**src/rtl/pacc_pkg.sv**
```systemverilog
`timescale 1ns/1ps
// Package: shared constants and register address codes of the pulse
// accumulator. Assumes a 2-bit register address space.
package pacc_pkg;
    localparam int CNT_W  = 16;
    localparam int BYTE_W = 8;
    localparam int NLANES = CNT_W / BYTE_W;

    typedef enum logic [1:0] {
        RA_FLAGS  = 2'd0,
        RA_CNT_HI = 2'd1,
        RA_CNT_LO = 2'd2
    } pacc_addr_e;

    // Flag bit positions inside the flag register.
    localparam int FB_EVT = 0;
    localparam int FB_OVF = 1;
endpackage

```
**src/rtl/pacc_sync_edge.sv**
```systemverilog
`timescale 1ns/1ps
// Synchronizes an asynchronous pin through SYNC flops and reports the
// synchronized level plus one-cycle rise and fall pulses.
// Assumes SYNC >= 2 and that pin pulses last longer than a clock period.
module pacc_sync_edge #(
    parameter int SYNC = 2
) (
    input  logic clk,
    input  logic rst_n,
    input  logic pin,
    output logic lvl,
    output logic rise,
    output logic fall
);
    logic [SYNC-1:0] chain_q;
    logic            prev_q;

    // Shift the pin through the synchronizer chain and keep the last level.
    always_ff @(posedge clk) begin
        if (!rst_n) begin
            chain_q <= '0;
            prev_q  <= 1'b0;
        end else begin
            chain_q <= {chain_q[SYNC-2:0], pin};
            prev_q  <= chain_q[SYNC-1];
        end
    end

    // Derive level and edge pulses from the last two synchronized samples.
    always_comb begin
        lvl  = chain_q[SYNC-1];
        rise = chain_q[SYNC-1] & ~prev_q;
        fall = ~chain_q[SYNC-1] & prev_q;
    end
endmodule

```
**src/rtl/pacc_counter.sv**
```systemverilog
`timescale 1ns/1ps
// Up-counter with per-byte load lanes. A load on any lane wins over the
// increment in that cycle. Reports a wrap pulse when it steps from all
// ones to zero. Assumes W is a multiple of LANE_W.
module pacc_counter #(
    parameter int W      = 16,
    parameter int LANE_W = 8
) (
    input  logic                clk,
    input  logic                rst_n,
    input  logic                inc,
    input  logic [W/LANE_W-1:0] ld_mask,
    input  logic [W-1:0]        ld_val,
    output logic [W-1:0]        cnt,
    output logic                wrap
);
    localparam int LANES = W / LANE_W;
    localparam logic [W-1:0] TOP = {W{1'b1}};

    logic [W-1:0] cnt_q;
    logic         any_ld;

    // Detect whether any byte lane is being loaded this cycle.
    always_comb begin
        any_ld = |ld_mask;
        wrap   = inc && !any_ld && (cnt_q == TOP);
    end

    // One register slice per byte lane: load, increment or hold.
    for (genvar g = 0; g < LANES; g++) begin : g_lane
        logic [W-1:0] nxt_full;
        always_comb nxt_full = cnt_q + {{(W-1){1'b0}}, 1'b1};
        // Update this lane from the bus, from the increment or keep it.
        always_ff @(posedge clk) begin
            if (!rst_n)
                cnt_q[g*LANE_W +: LANE_W] <= '0;
            else if (ld_mask[g])
                cnt_q[g*LANE_W +: LANE_W] <= ld_val[g*LANE_W +: LANE_W];
            else if (inc && !any_ld)
                cnt_q[g*LANE_W +: LANE_W] <= nxt_full[g*LANE_W +: LANE_W];
        end
    end

    assign cnt = cnt_q;

    // a load decides the next count whatever the increment does.
    p_load_wins_r11: assert property (@(posedge clk) disable iff (!rst_n)
        (&ld_mask) |=> (cnt_q == $past(ld_val)));

    // without a load the count moves by at most one per cycle.
    p_single_step_r2: assert property (@(posedge clk) disable iff (!rst_n)
        (!any_ld) |=> (cnt_q == $past(cnt_q) || cnt_q == $past(cnt_q) + 1'b1));
endmodule

```
**src/rtl/pacc_flags.sv**
```systemverilog
`timescale 1ns/1ps
// Sticky flag bank. Each bit is set by its set strobe and cleared by its
// clear strobe; a set in the same cycle as a clear leaves the bit set.
module pacc_flags #(
    parameter int N = 2
) (
    input  logic         clk,
    input  logic         rst_n,
    input  logic [N-1:0] set,
    input  logic [N-1:0] clr,
    output logic [N-1:0] flags
);
    logic [N-1:0] flags_q;

    // Apply clears first, then sets, so a set overrides a clear.
    always_ff @(posedge clk) begin
        if (!rst_n) flags_q <= '0;
        else        flags_q <= (flags_q & ~clr) | set;
    end

    assign flags = flags_q;

    // a set strobe always leaves its flag high next cycle.
    for (genvar g = 0; g < N; g++) begin : g_chk
        p_set_wins_r11: assert property (@(posedge clk) disable iff (!rst_n)
            set[g] |=> flags_q[g]);
    end
endmodule

```
**src/rtl/pulse_accum.sv**
```systemverilog
`timescale 1ns/1ps
// Pulse accumulator top: event or gated-time counting of an external pin,
// overflow and event flags with write-one-to-clear and optional fast clear,
// byte and word register access, and flag-and-enable interrupt levels.
// Assumes tick is a one-cycle clock-enable from an external prescaler.
module pulse_accum
    import pacc_pkg::*;
#(
    parameter int SYNC = 2
) (
    input  logic             clk,
    input  logic             rst_n,
    input  logic             acc_en,
    input  logic             mode_gated,
    input  logic             edge_rise,
    input  logic             gate_high,
    input  logic             tick,
    input  logic             fast_clr,
    input  logic             acc_pin,
    input  logic             bus_sel,
    input  logic             bus_we,
    input  logic             bus_word,
    input  logic [1:0]       bus_addr,
    input  logic [CNT_W-1:0] bus_wdata,
    output logic [CNT_W-1:0] bus_rdata,
    input  logic             ovf_ie,
    input  logic             evt_ie,
    output logic             ovf_irq,
    output logic             evt_irq
);
    logic              pin_lvl, pin_rise, pin_fall;
    logic              ev_pulse, gate_act, gate_end;
    logic              inc, wrap;
    logic              hit_flags, hit_hi, hit_lo, cnt_acc;
    logic [NLANES-1:0] ld_mask;
    logic [CNT_W-1:0]  ld_val, cnt;
    logic [1:0]        fl_set, fl_clr, flags;

    pacc_sync_edge #(.SYNC(SYNC)) u_sync (
        .clk(clk), .rst_n(rst_n), .pin(acc_pin),
        .lvl(pin_lvl), .rise(pin_rise), .fall(pin_fall)
    );

    // Pick the counting source and the event-flag source for the mode.
    always_comb begin
        ev_pulse = edge_rise ? pin_rise : pin_fall;
        gate_act = (pin_lvl == gate_high);
        gate_end = gate_high ? pin_fall : pin_rise;
        inc      = acc_en && (mode_gated ? (tick && gate_act) : ev_pulse);
    end

    // Decode the register access and build the count load lanes.
    always_comb begin
        hit_flags = bus_sel && (bus_addr == RA_FLAGS);
        hit_hi    = bus_sel && (bus_addr == RA_CNT_HI);
        hit_lo    = bus_sel && (bus_addr == RA_CNT_LO);
        cnt_acc   = hit_hi || hit_lo;
        ld_mask   = '0;
        ld_val    = bus_wdata;
        if (bus_we && hit_hi && bus_word) begin
            ld_mask = 2'b11;
        end else if (bus_we && hit_hi) begin
            ld_mask = 2'b10;
            ld_val  = {bus_wdata[BYTE_W-1:0], bus_wdata[BYTE_W-1:0]};
        end else if (bus_we && hit_lo) begin
            ld_mask = 2'b01;
        end
    end

    pacc_counter #(.W(CNT_W), .LANE_W(BYTE_W)) u_cnt (
        .clk(clk), .rst_n(rst_n), .inc(inc), .ld_mask(ld_mask),
        .ld_val(ld_val), .cnt(cnt), .wrap(wrap)
    );

    // Form flag set and clear strobes from events and bus accesses.
    always_comb begin
        fl_set         = '0;
        fl_set[FB_OVF] = wrap;
        fl_set[FB_EVT] = acc_en && (mode_gated ? gate_end : ev_pulse);
        if (fast_clr && cnt_acc)
            fl_clr = 2'b11;
        else if (bus_we && hit_flags)
            fl_clr = bus_wdata[1:0];
        else
            fl_clr = 2'b00;
    end

    pacc_flags #(.N(2)) u_flags (
        .clk(clk), .rst_n(rst_n), .set(fl_set), .clr(fl_clr), .flags(flags)
    );

    // Return the addressed register; idle or unmapped reads give zero.
    always_comb begin
        bus_rdata = '0;
        if (hit_flags)
            bus_rdata = {{(CNT_W-2){1'b0}}, flags};
        else if (hit_hi && bus_word)
            bus_rdata = cnt;
        else if (hit_hi)
            bus_rdata = {{(CNT_W-BYTE_W){1'b0}}, cnt[CNT_W-1:BYTE_W]};
        else if (hit_lo)
            bus_rdata = {{(CNT_W-BYTE_W){1'b0}}, cnt[BYTE_W-1:0]};
    end

    // Drive the interrupt request levels.
    always_comb begin
        ovf_irq = flags[FB_OVF] & ovf_ie;
        evt_irq = flags[FB_EVT] & evt_ie;
    end

    // a counter wrap shows up as a set overflow flag.
    p_wrap_sets_ovf_r6: assert property (@(posedge clk) disable iff (!rst_n)
        wrap |=> flags[FB_OVF]);

    // while disabled and not loaded, the count holds.
    p_hold_disabled_r12: assert property (@(posedge clk) disable iff (!rst_n)
        (!acc_en && ld_mask == '0) |=> (cnt == $past(cnt)));

    // while disabled, a clear flag stays clear.
    p_no_evt_disabled_r12: assert property (@(posedge clk) disable iff (!rst_n)
        (!acc_en && !flags[FB_EVT]) |=> !flags[FB_EVT]);

    // fast clear with no new event leaves both flags clear.
    p_fast_clear_r9: assert property (@(posedge clk) disable iff (!rst_n)
        (fast_clr && cnt_acc && fl_set == 2'b00) |=> (flags == 2'b00));

    // the upper flag register bits never read as one.
    p_flag_upper_zero_r7: assert property (@(posedge clk) disable iff (!rst_n)
        hit_flags |-> (bus_rdata[CNT_W-1:2] == '0));
endmodule

```
**config.mk**
```make
export PLATFORM = sky130hd
export DESIGN_NAME = pulse_accum
export DESIGN_NICKNAME = d
export VERILOG_FILES = /design/src/rtl/pacc_pkg.sv /design/src/rtl/pacc_sync_edge.sv /design/src/rtl/pacc_counter.sv /design/src/rtl/pacc_flags.sv /design/src/rtl/pulse_accum.sv
export SDC_FILE = /design/constraint.sdc
export NUM_CORES = 1
export LEC_CHECK = 0
export ABC_CLOCK_PERIOD_IN_PS = 5100
export CAP_MARGIN = 20
export CELL_PAD_IN_SITES_DETAIL_PLACEMENT = 0
export CELL_PAD_IN_SITES_GLOBAL_PLACEMENT = 2
export CORE_ASPECT_RATIO = 0.6
export CORE_MARGIN = 5
export CORE_UTILIZATION = 27
export CTS_CLUSTER_SIZE = 25
export DETAILED_ROUTE_END_ITERATION = 8
export GPL_TIMING_DRIVEN = 1
export PLACE_DENSITY = 0.88
export SLEW_MARGIN = 40
export SYNTH_ARGS = -nofsm -noshare
export SYNTH_HDL_FRONTEND = slang
export SYNTH_SLANG_ARGS = --single-unit
```
**constraint.sdc**
```tcl
create_clock -name clk -period 5.1 [get_ports clk]
set_clock_uncertainty 0.05 [all_clocks]
set_input_delay 1.275 -clock clk [delete_from_list [all_inputs] [get_ports clk]]
set_output_delay 1.275 -clock clk [all_outputs]
set_load 0.02 [all_outputs]
```
# After elaboration in Yosys (flattened, before gate mapping)
# Index checks and enable logic that the tools add are counted.
dict set report word_totals {
  reg_bits 21
  latchBits 0
  ramBits 0
  romBits 0
  in_bits 32
  output_inout_bits 18
  word_cells 58
  memories 0
}
dict set report op_classes {
  addsub 1
  multipliers 0
  n_div 0
  n_lt_le_gt_ge 0
  n_eq_ne 4
  shift 0
  n_mux 19
  bitwise 9
  reduce_logical 20
}
# op count
set op_table {}
lappend op_table {{$mux 16} 4}
lappend op_table {{$mux 8} 6}
lappend op_table {{$add 16x1->16 const B} 1}
lappend op_table {{$eq 16x16->1 const B} 1}
lappend op_table {{$logic_and 1x1->1} 14}
lappend op_table {{$mux 2} 4}
lappend op_table {{$mux 1} 5}
lappend op_table {{$and 1x1->1} 4}
lappend op_table {{$reduce_bool 2->1} 2}
lappend op_table {{$and 2x2->2} 1}
lappend op_table {{$eq 2x1->1 const B} 1}
lappend op_table {{$eq 2x2->1 const B} 1}
lappend op_table {{$logic_not 2->1} 1}
lappend op_table {{$not 1->1} 2}
lappend op_table {{$not 2->2} 1}
lappend op_table {{$or 2x2->2} 1}
lappend op_table {{$reduce_or 2->1} 1}
lappend op_table {{$eq 1x1->1} 1}
lappend op_table {{$logic_not 1->1} 1}
lappend op_table {{$logic_or 1x1->1} 1}

# Logic depth before layout (Yosys ltp)
# Gate-level depths: netlist (run 1).
dict set report depth {
  depth_word 11
  depth_mapped 8
  depth_no_buf 6
}

# By module
# From an unflattened synthesis (run 1), not the netlist that was laid out.
dict set report unflattened {
  hier_cells 199
  area_unflattened_um2 1647.8
}
# mod instances cells_each area_per_inst_um2 seq_area_each_um2
set modules_own_cells {}
lappend modules_own_cells {pacc_counter 1 108 897.1 320.3}
lappend modules_own_cells {pulse_accum 1 77 576.8 0.0}
lappend modules_own_cells {pacc_sync_edge 1 8 91.3 60.1}
lappend modules_own_cells {pacc_flags 1 6 82.6 40.0}

# Worst setup path before layout (run 1)
# No wires, ideal clock.
dict set report synth_path {
  path_type {input-to-output}
  from {in bus_word}
  to {out bus_rdata[3]}
  arrival_ps 2449
  required_time_ps 3775
  setup_slack_ps 1326
  cell_stages 7
  path_buffers 3
  path_cell_list {buf_6 > and3b_1 > buf_6 > or2_2 > clkbuf_1 > a22oi_1 > nor2b_1}
}
dict set report synth_between {
  elab_chain_len 3
}
# item line_no
set synth_lines {}
lappend synth_lines {{from (decl)} pulse_accum.sv:22} ;# input logic bus_word,
lappend synth_lines {{$logic_and 1x1->1} pulse_accum.sv:97} ;# else if (hit_hi && bus_word)
lappend synth_lines {{$mux 16} pulse_accum.sv:97}
lappend synth_lines {{$mux 16} pulse_accum.sv:95} ;# if (hit_flags)
lappend synth_lines {{to (decl)} pulse_accum.sv:25} ;# output logic [CNT_W-1:0] bus_rdata,
# Every way passes these cells.

# Final worst setup path (run 1)
dict set report layout_path {
  from {in bus_addr[1]}
  to {out bus_rdata[3]}
}
dict set report layout_between {
  elab_chain_len 6
  word_cells_on_any_way 11
  cone_classes {eq/ne: 2; mux: 4; reduce/logical: 5}
}
# item line_no
set layout_lines {}
lappend layout_lines {{from (decl)} pulse_accum.sv:23} ;# input logic [1:0] bus_addr,
lappend layout_lines {{$eq 2x2->1} pulse_accum.sv:56} ;# hit_lo = bus_sel && (bus_addr == RA_CNT_LO);
lappend layout_lines {{$logic_and 1x1->1} pulse_accum.sv:56}
lappend layout_lines {{$mux 8} pulse_accum.sv:101} ;# else if (hit_lo)
lappend layout_lines {{$mux 8} pulse_accum.sv:99} ;# else if (hit_hi)
lappend layout_lines {{$mux 16} pulse_accum.sv:97}
lappend layout_lines {{$mux 16 (*)} pulse_accum.sv:95}
# Mark *: on every way between the ends. The rest lies on a longest branch, timed or not.

==> impl_metrics.env, run 1 <==
export IMPL_status="finished clean"
export IMPL_synth_nets=222
export IMPL_netlist_area_um2=1520
export IMPL_final_area_um2=2100
export IMPL_cts_sinks=21
export IMPL_ant_nets=0
export IMPL_ys_flop_type="dfxtp_1"
export IMPL_hold_depth=1
export IMPL_slew_headroom_pct=52.0
export IMPL_ys_ff_latch=21
export IMPL_hp_start="u_sync.chain_q[0]"
export IMPL_postPlaceCellArea_um2=2050
export IMPL_synthTopCellsByCount="o21ai_0 (24), dfxtp_1 (21), nor2b_1 (16)"
export IMPL_dr_first_iter_drc_count=92
export IMPL_synth_area_leader_cell="dfxtp_1"
export IMPL_r2r_setup_slack_ps=2990
export IMPL_tns_ps=0
export IMPL_ir_worst_vdd_mv=0.0891
export IMPL_hold_path_class="reg2reg"
export IMPL_ctsResizeCount=0
export IMPL_cts_tree="yes"
export IMPL_yosys_warnings=0
export IMPL_p_leak_nw=0.696
export IMPL_clkLatencyLatePin_ps=260
export IMPL_root_buffer="clkbuf_8"
export IMPL_die_area_um2=7260
export IMPL_rr_endpoint="u_cnt.cnt[14]"
export IMPL_slew_violations=0
export IMPL_grt_pass1_wl_mm=7.78
export IMPL_multi_input_area_um2=1030
export IMPL_tightest_slew_ps=717
export IMPL_max_cap_violations=0
export IMPL_crit_top_cell="clkdlybuf4s50_1"
export IMPL_ys_seq_area_share_pct=27.7
export IMPL_powerDensity_nw_per_um2=175
export IMPL_fin_crit_ps=4720
export IMPL_cts_hold_buffers=0
export IMPL_nNetsFinal=268
export IMPL_critPathMaxStageDelay_ps=590
export IMPL_grt_start_max_net_pins=23
export IMPL_synthTopCellsByArea="dfxtp_1 (28%), o21ai_0 (7.9%), nor2b_1 (6.6%), mux2_2 (5.2%), and3_1 (4.5%)"
export IMPL_synth_cell_types=41
export IMPL_period_share_pct=92.5
export IMPL_synth_edf_count=0
export IMPL_clock_fmax_mhz=212
export IMPL_reg2reg_from="u_sync.chain_q[1]"
export IMPL_synthCells=189
export IMPL_dieHeight_um=68.1
export IMPL_post_cts_setup_buffers=0
export IMPL_viasPerCell=5.20
export IMPL_antenna_found_initial=0
export IMPL_critical_path_top_delay_family="buffers and inverters"
export IMPL_hold_viol_final=0
export IMPL_setup_viol=0
export IMPL_rows=21
export IMPL_clk_path_buf_depth=2
export IMPL_core_area_um2=5520
export IMPL_crit_slowest_cell="clkdlybuf4s50_1"
export IMPL_drt_pass1_iterations=4
export IMPL_rsz0062_at_grt="no"
export IMPL_h_tree_depth=1
export IMPL_die_w_um=107
export IMPL_synth_area_per_cell_um2=8.02
export IMPL_dp_hpwl_mm=3.74
export IMPL_numCtsBuffers=3
export IMPL_reg2reg_depth=5
export IMPL_port_buffers=49
export IMPL_vias=1575
export IMPL_post_synth_top_count_cell="o21ai_0"
export IMPL_n_antenna_cell=0
export IMPL_start_util_pct=27.5
export IMPL_seq_area_um2=420
export IMPL_required_ps=3770
export IMPL_layout_drive_gt1_share_pct=7.69
export IMPL_route_detailed_drc=0
export IMPL_crit_path_max_fanout=10
export IMPL_gp_congestion=0.818
export IMPL_crit_type="in2out"
export IMPL_grt_pass1_vias=1558
export IMPL_synth_top_cell_area_share_pct=27.7
export IMPL_wl_per_cell_um=15.6
export IMPL_crit_path_end_kind="primary output"
export IMPL_critPathLaunchType="primary input"
export IMPL_wl_mm=4.72
export IMPL_grt_usage_pct=13.6
export IMPL_area_growth_pct=38.2
export IMPL_min_to="u_sync.chain_q[1]"
export IMPL_path_buf_inv=2
export IMPL_grt_ovfl_total=0
export IMPL_worstPathArrival_ps=3390
export IMPL_crit_chain="clkdlybuf4s50_1 > and3b_1 > or2_2 > a22oi_1 > nor2b_1 > clkdlybuf4s50_1"
export IMPL_num_io_pins=50
export IMPL_path_clk_slew_ps=80
export IMPL_async_reset_ff_share_pct=0
export IMPL_nFillCells=586
[cell usage in the layout, fill, tap and decap left out, types with 4 or more instances in the layout]
cell type,instances
a21oi_1,12
a22oi_1,6
a31oi_1,7
and2_1,9
and3_1,11
clkdlybuf4s50_1,49
dfxtp_1,21
mux2_2,7
nand2_1,7
nand3_1,4
nand4_1,4
nor2_1,7
nor2b_1,16
o21ai_0,24
or3_1,7
xor2_1,7
[worst max-delay path by stage]
stage                           start      endpoint  slack [ps]  depth (start not counted)
after floorplan              bus_word  bus_rdata[3]        1330                          7
after global placement    bus_addr[1]  bus_rdata[3]         390                          6
after detailed placement  bus_addr[1]  bus_rdata[4]         390                          6
after CTS                 bus_addr[1]  bus_rdata[4]         380                          6
after global routing      bus_addr[0]  bus_rdata[6]         200                          6
final                     bus_addr[1]  bus_rdata[3]         380                          6
[worst reg2reg max path: cells and delay by family (launching register included)]
| kind | cells | cell delay [ps] |
|---|---|---|
| AOI/OAI and AO/OA | 3 | 880 |
| xor gates and xnor gates | 1 | 170 |
| and+or+nand+nor | 1 | 550 |
| DFF | 1 | 360 |
[flip-flops by register name, indices dropped and copies added (netlist names)]
name            flops
u_sync.prev_q       1
u_cnt.cnt          16
u_flags.flags       2
u_sync.chain_q      2
[routing by layer]
layer  global-route usage, %  vias up  routed length, um
met5                       0        -                  0
met4                    2.71        0                 14
met2                    19.1       58               1740
li1                        -      802                  -
met3                    3.86        2                333
met1                    20.4      713               2640
[logic make-up after synthesis]
logic type | synth area share (%)
simple gates | 28.6
xor+xnor | 4.62
buf+inv | 4.29
mux | 6.52
flops | 27.7
fa+ha+maj | 0.825
compound gates | 27.4
[area by class of cell]
cell class,instances,share of cell area [%]
well taps,69,4.12
inverters,2,0.358
multi-input cells,156,49.2
flip-flops and latches,21,20.1
repair buffers,51,24.1
clock buffers,4,2.15
[stage by stage]
step                instances  util (%)  power, W  hold WS [ps]  worst slack [ps]
CTS                       303      38.0  0.000369           388               384
global placement          299      37.2  0.000259           363               392
global route              303      38.0  0.000388           427               201
finish                    303      38.0  0.000366           384               382
detailed placement        299      37.2  0.000258           370               388
floorplan                 189         -  0.000219           362              1330
[power by group]
part,internal (W),switching [W]
clock network,0.0000557,0.0000554
logic,0.0000418,0.0000331
registers,0.000171,0.00000961
Note: power is estimated with default switching activity, not from simulation.
==> inputs of run 2 (changes only) <==
--- a/config.mk
+++ b/config.mk
@@ -14,7 +14,7 @@
 export CORE_UTILIZATION = 27
 export CTS_CLUSTER_SIZE = 25
 export DETAILED_ROUTE_END_ITERATION = 8
-export GPL_TIMING_DRIVEN = 1
+export GPL_TIMING_DRIVEN = 0
 export PLACE_DENSITY = 0.88
 export SLEW_MARGIN = 40
 export SYNTH_ARGS = -nofsm -noshare
==> run 2 against run 1 <==
Register-to-register slack about the same. Sequential cell count unchanged. Die area unchanged. Global-route usage down 0.11 points. Critical path type unchanged.
==> impl_metrics.env, run 2 (synthesis gave the netlist of run 1 again) <==
export IMPL_status="finished clean"
export IMPL_clkLatencyLatePin_ps=260
export IMPL_tightest_slew_ps=696
export IMPL_vias=1604
export IMPL_hold_path_class="reg2reg"
export IMPL_timing_final_ws_setup_ps=243
export IMPL_crit_type="in2out"
export IMPL_crit_slowest_cell="clkdlybuf4s50_1"
export IMPL_root_buffer="clkbuf_8"
export IMPL_numCtsBuffers=3
export IMPL_grt_ovfl_total=0
export IMPL_rsz0062_at_grt="no"
export IMPL_tns_ps=0
export IMPL_crit_chain="clkdlybuf4s50_1 > and3b_1 > buf_6 > or2_2 > clkbuf_1 > a22oi_1 > nor2b_1 > clkdlybuf4s50_1"
export IMPL_route_detailed_drc=0
export IMPL_ctsResizeCount=0
export IMPL_slew_headroom_pct=53.4
export IMPL_core_area_um2=5520
export IMPL_slew_violations=0
export IMPL_path_clk_slew_ps=80
export IMPL_num_io_pins=50
export IMPL_max_cap_violations=0
export IMPL_die_w_um=107
export IMPL_m1WireLength_mm=2.76
export IMPL_crit_path_end_kind="primary output"
export IMPL_setup_viol=0
export IMPL_dieHeight_um=68.1
export IMPL_grt_pass1_vias=1528
export IMPL_drt_pass1_iterations=4
export IMPL_critPathMaxStageDelay_ps=590
export IMPL_grt_usage_pct=13.5
export IMPL_cts_sinks=21
export IMPL_p_leak_nw=0.710
export IMPL_wl_mm=4.93
export IMPL_start_util_pct=27.5
export IMPL_dr_wl_met3_um=322
export IMPL_gp_congestion=0.789
export IMPL_crit_top_cell="clkdlybuf4s50_1"
export IMPL_nFillCells=584
export IMPL_viasPerCell=5.17
export IMPL_area_growth_pct=40.3
export IMPL_grt_start_max_net_pins=12
export IMPL_n_antenna_cell=0
export IMPL_grt_pass1_wl_mm=7.76
export IMPL_die_area_um2=7260
export IMPL_cts_tree="yes"
export IMPL_worstPathArrival_ps=3530
export IMPL_mostFrequentLayoutCell="clkdlybuf4s50_1"
export IMPL_required_ps=3770
export IMPL_period_share_pct=95.2
export IMPL_fin_crit_ps=4860
export IMPL_critical_path_top_delay_family="buffers and inverters"
export IMPL_clock_fmax_mhz=206
export IMPL_layout_drive_gt1_share_pct=8.30
export IMPL_path_buf_inv=4
export IMPL_antenna_found_initial=0
export IMPL_cts_hold_buffers=0
export IMPL_final_cell_mix="clkdlybuf4s50_1 (48), o21ai_0 (24), dfxtp_1 (21), nor2b_1 (16), a21oi_1 (12)"
export IMPL_critPathLaunchType="primary input"
export IMPL_ant_nets=0
export IMPL_wl_per_cell_um=15.9
export IMPL_ir_worst_vdd_mv=0.0850
export IMPL_nNetsFinal=275
export IMPL_crit_path_max_fanout=10
export IMPL_post_cts_setup_buffers=0
export IMPL_clk_path_buf_depth=2
export IMPL_dp_hpwl_mm=3.96
export IMPL_port_buffers=48
export IMPL_wl_met2_mm=1.83
export IMPL_rows=21
export IMPL_h_tree_depth=1
export IMPL_pre_cts_ws_ps=243
export IMPL_powerDensity_nw_per_um2=174
export IMPL_hold_viol_final=0
export IMPL_routed_top_layer="met4"
export IMPL_largest_reg_flops=16
export IMPL_power_w=0.000370
export IMPL_dr_first_iter_drc_count=68
-- run 2: cell type report --
type                       instances  area, um2  share of cell area (%)
buffer                            10       57.6                    2.70
clock buffer                       4       45.0                    2.12
inverter                           2       7.51                   0.353
multi-input combinational        156       1030                    48.4
sequential                        21        420                    19.8
tap                               69       86.3                    4.06
timing repair buffer              48        480                    22.6
-- run 2: final timing paths --
check,from,end,slack (ps),cells past startpoint
worst max-delay path,bus_addr[1],bus_rdata[2],240,8
worst min-delay path,u_sync.chain_q[0],u_sync.chain_q[1],390,1
worst max register to register,u_sync.chain_q[1],u_cnt.cnt[14],3000,5
worst min register to register,u_sync.chain_q[0],u_sync.chain_q[1],390,1
-- run 2: routing by layer --
metal,vias up,global-route usage (%)
met1,749,21.1
met4,0,1.44
met2,44,18.3
met3,2,4.05
met5,-,0
li1,809,-
-- run 2: where the power goes --
group / switching [W] / leakage [nW] / internal, W / total, W
Clock: 0.0000566 / 0.0228 / 0.0000557 / 0.000112
Combinational: 0.0000347 / 0.516 / 0.0000429 / 0.0000776
Sequential: 0.00000923 / 0.171 / 0.000171 / 0.000180
-- run 2: through the flow --
| step | instances | hold WS, ps | instance area, um2 | utilization (%) |
|---|---|---|---|---|
| after CTS | 310 | 392 | 2130 | 38.6 |
| after global routing | 310 | 419 | 2130 | 38.6 |
| after global placement | 306 | 364 | 2080 | 37.8 |
| after floorplan | 189 | 362 | 1520 | - |
| final | 310 | 388 | 2130 | 38.6 |
| after detailed placement | 306 | 374 | 2080 | 37.8 |
==> inputs of run 3 (changes only) <==
--- a/config.mk
+++ b/config.mk
@@ -5,17 +5,17 @@
 export SDC_FILE = /design/constraint.sdc
 export NUM_CORES = 1
 export LEC_CHECK = 0
-export ABC_CLOCK_PERIOD_IN_PS = 5100
+export ABC_CLOCK_PERIOD_IN_PS = 4900
 export CAP_MARGIN = 20
 export CELL_PAD_IN_SITES_DETAIL_PLACEMENT = 0
 export CELL_PAD_IN_SITES_GLOBAL_PLACEMENT = 2
 export CORE_ASPECT_RATIO = 0.6
 export CORE_MARGIN = 5
-export CORE_UTILIZATION = 27
+export CORE_UTILIZATION = 25
 export CTS_CLUSTER_SIZE = 25
 export DETAILED_ROUTE_END_ITERATION = 8
 export GPL_TIMING_DRIVEN = 0
-export PLACE_DENSITY = 0.88
+export PLACE_DENSITY = 0.82
 export SLEW_MARGIN = 40
 export SYNTH_ARGS = -nofsm -noshare
 export SYNTH_HDL_FRONTEND = slang
==> constraint.sdc (replaced) <==
create_clock -name clk -period 4.9 [get_ports clk]
set_clock_uncertainty 0.05 [all_clocks]
set_input_delay 1.225 -clock clk [delete_from_list [all_inputs] [get_ports clk]]
set_output_delay 1.225 -clock clk [all_outputs]
set_load 0.02 [all_outputs]
==> run 3 against run 2 <==
First-iteration DRC count rose by 85%. Critical path depth decreased by 2. Final cell count rose by 4.5%. Combinational power is 4.1% higher. Largest cell class unchanged. Largest power group unchanged. Highest routed layer unchanged.
==> impl_metrics.env, run 3 (synthesis gave the netlist of run 1 again) <==
export IMPL_cts_sinks=21
export IMPL_powerDensity_nw_per_um2=181
export IMPL_rsz0062_at_grt="no"
export IMPL_tightest_slew_ps=705
export IMPL_area_growth_pct=41.4
export IMPL_fin_crit_ps=4690
export IMPL_ir_worst_vdd_mv=0.0772
export IMPL_crit_chain="clkdlybuf4s50_1 > nor2b_1 > nor2b_1 > a22oi_1 > nor2b_1 > clkdlybuf4s50_1"
export IMPL_layout_drive_gt1_share_pct=8.75
export IMPL_post_cts_setup_buffers=0
export IMPL_grt_pass1_wl_mm=8.50
export IMPL_antenna_found_initial=0
export IMPL_nNetsFinal=274
export IMPL_p_leak_nw=0.711
export IMPL_stdcell_count=324
export IMPL_status="finished clean"
export IMPL_power_w=0.000388
export IMPL_core_area_um2=6000
export IMPL_hold_path_class="reg2reg"
export IMPL_critPathLaunchType="primary input"
export IMPL_root_buffer="clkbuf_8"
export IMPL_port_buffers=48
export IMPL_tns_ps=0
export IMPL_dp_hpwl_mm=4.14
export IMPL_mostFrequentLayoutCell="clkdlybuf4s50_1"
export IMPL_pre_cts_ws_ps=55.9
export IMPL_dieHeight_um=70.3
export IMPL_path_clk_slew_ps=80
export IMPL_drt_pass1_iterations=4
export IMPL_period_share_pct=95.8
export IMPL_grt_usage_pct=13.5
export IMPL_crit_type="in2out"
export IMPL_max_cap_violations=0
export IMPL_route_detailed_drc=0
export IMPL_wl_mm=5.23
export IMPL_cts_hold_buffers=0
export IMPL_critPathMaxStageDelay_ps=620
export IMPL_largest_reg_flops=16
export IMPL_viasPerCell=4.94
export IMPL_grt_pass1_vias=1564
export IMPL_crit_top_cell="nor2b_1"
export IMPL_slew_headroom_pct=52.8
export IMPL_clkLatencyLatePin_ps=270
export IMPL_required_ps=3620
export IMPL_num_io_pins=50
export IMPL_clk_path_buf_depth=2
export IMPL_cts_tree="yes"
export IMPL_grt_start_max_net_pins=13
export IMPL_setup_viol=0
export IMPL_ctsResizeCount=0
export IMPL_grt_ovfl_total=0
export IMPL_crit_slowest_cell="clkdlybuf4s50_1"
export IMPL_n_antenna_cell=0
export IMPL_start_util_pct=25.3
export IMPL_die_w_um=111
export IMPL_slew_violations=0
export IMPL_hold_viol_final=0
export IMPL_die_area_um2=7770
export IMPL_rows=22
export IMPL_ant_nets=0
export IMPL_clock_fmax_mhz=213
export IMPL_numCtsBuffers=3
export IMPL_crit_path_max_fanout=7
export IMPL_timing_final_ws_setup_ps=208
export IMPL_holdWs_ps=389
export IMPL_placed_cells=321
export IMPL_crit_path_end_kind="primary output"
export IMPL_h_tree_depth=1
export IMPL_wl_per_cell_um=16.2
export IMPL_vias=1601
export IMPL_dr_first_iter_drc_count=126
export IMPL_worstPathArrival_ps=3420
export IMPL_final_cell_mix="clkdlybuf4s50_1 (48), o21ai_0 (24), dfxtp_1 (21), nor2b_1 (16), a21oi_1 (12)"
export IMPL_gp_congestion=0.772
==> run 3: cell count changes in the layout (fill, tap and decap cells not counted), sizes merged <==
cell,delta
clkinv,+1
clkbuf,-2
==> run 3: final timing paths <==
| kind | startpoint | to | cells past startpoint | slack (ps) |
|---|---|---|---|---|
| max | bus_addr[0] | bus_rdata[5] | 6 | 210 |
| min | u_sync.chain_q[0] | u_sync.chain_q[1] | 1 | 390 |
| max reg2reg | u_sync.chain_q[1] | u_cnt.cnt[14] | 5 | 2780 |
| min reg2reg | u_sync.chain_q[0] | u_sync.chain_q[1] | 1 | 390 |
==> run 3: worst max-delay path: cells and delay by family <==
family / cells / cell delay [ps]
and+or+nand+nor: 3 / 860
buffers and inverters: 2 / 1200
AOI/OAI and AO/OA: 1 / 130
==> run 3: area by class of cell <==
cell class              instances  area, um2
plain buffers                   9       53.8
clock buffers                   3       41.3
clock inverters                 1       5.00
fillers                       658       3860
inverters                       2       7.51
multi-input cells             156       1030
flip-flops and latches         21        420
well taps                      84        105
repair buffers                 48        480
==> run 3: power by group <==
group / leakage (nW) / total, W / internal, W / switching, W
Clock: 0.0255 / 0.000119 / 0.0000569 / 0.0000622
Combinational: 0.514 / 0.0000808 / 0.0000445 / 0.0000363
Sequential: 0.171 / 0.000188 / 0.000178 / 0.0000100
==> run 3: metal layers <==
layer  wire [um]  global-route usage [%]  vias to the layer above  share of wire [%]
met4          34                    1.64                        0               0.65
met3         369                    3.46                        4                7.1
met2        1960                    18.1                       52                 38
li1            -                       -                      812                  -
met5           0                       0                        -                  0
met1        2860                    21.5                      733                 55
==> run 3: stage by stage <==
stage / util [%] / area (um2)
global placement: 35.0 / 2100
CTS: 35.8 / 2150
detailed placement: 35.0 / 2100
floorplan: - / 1520
global route: 35.7 / 2140
finish: 35.7 / 2140
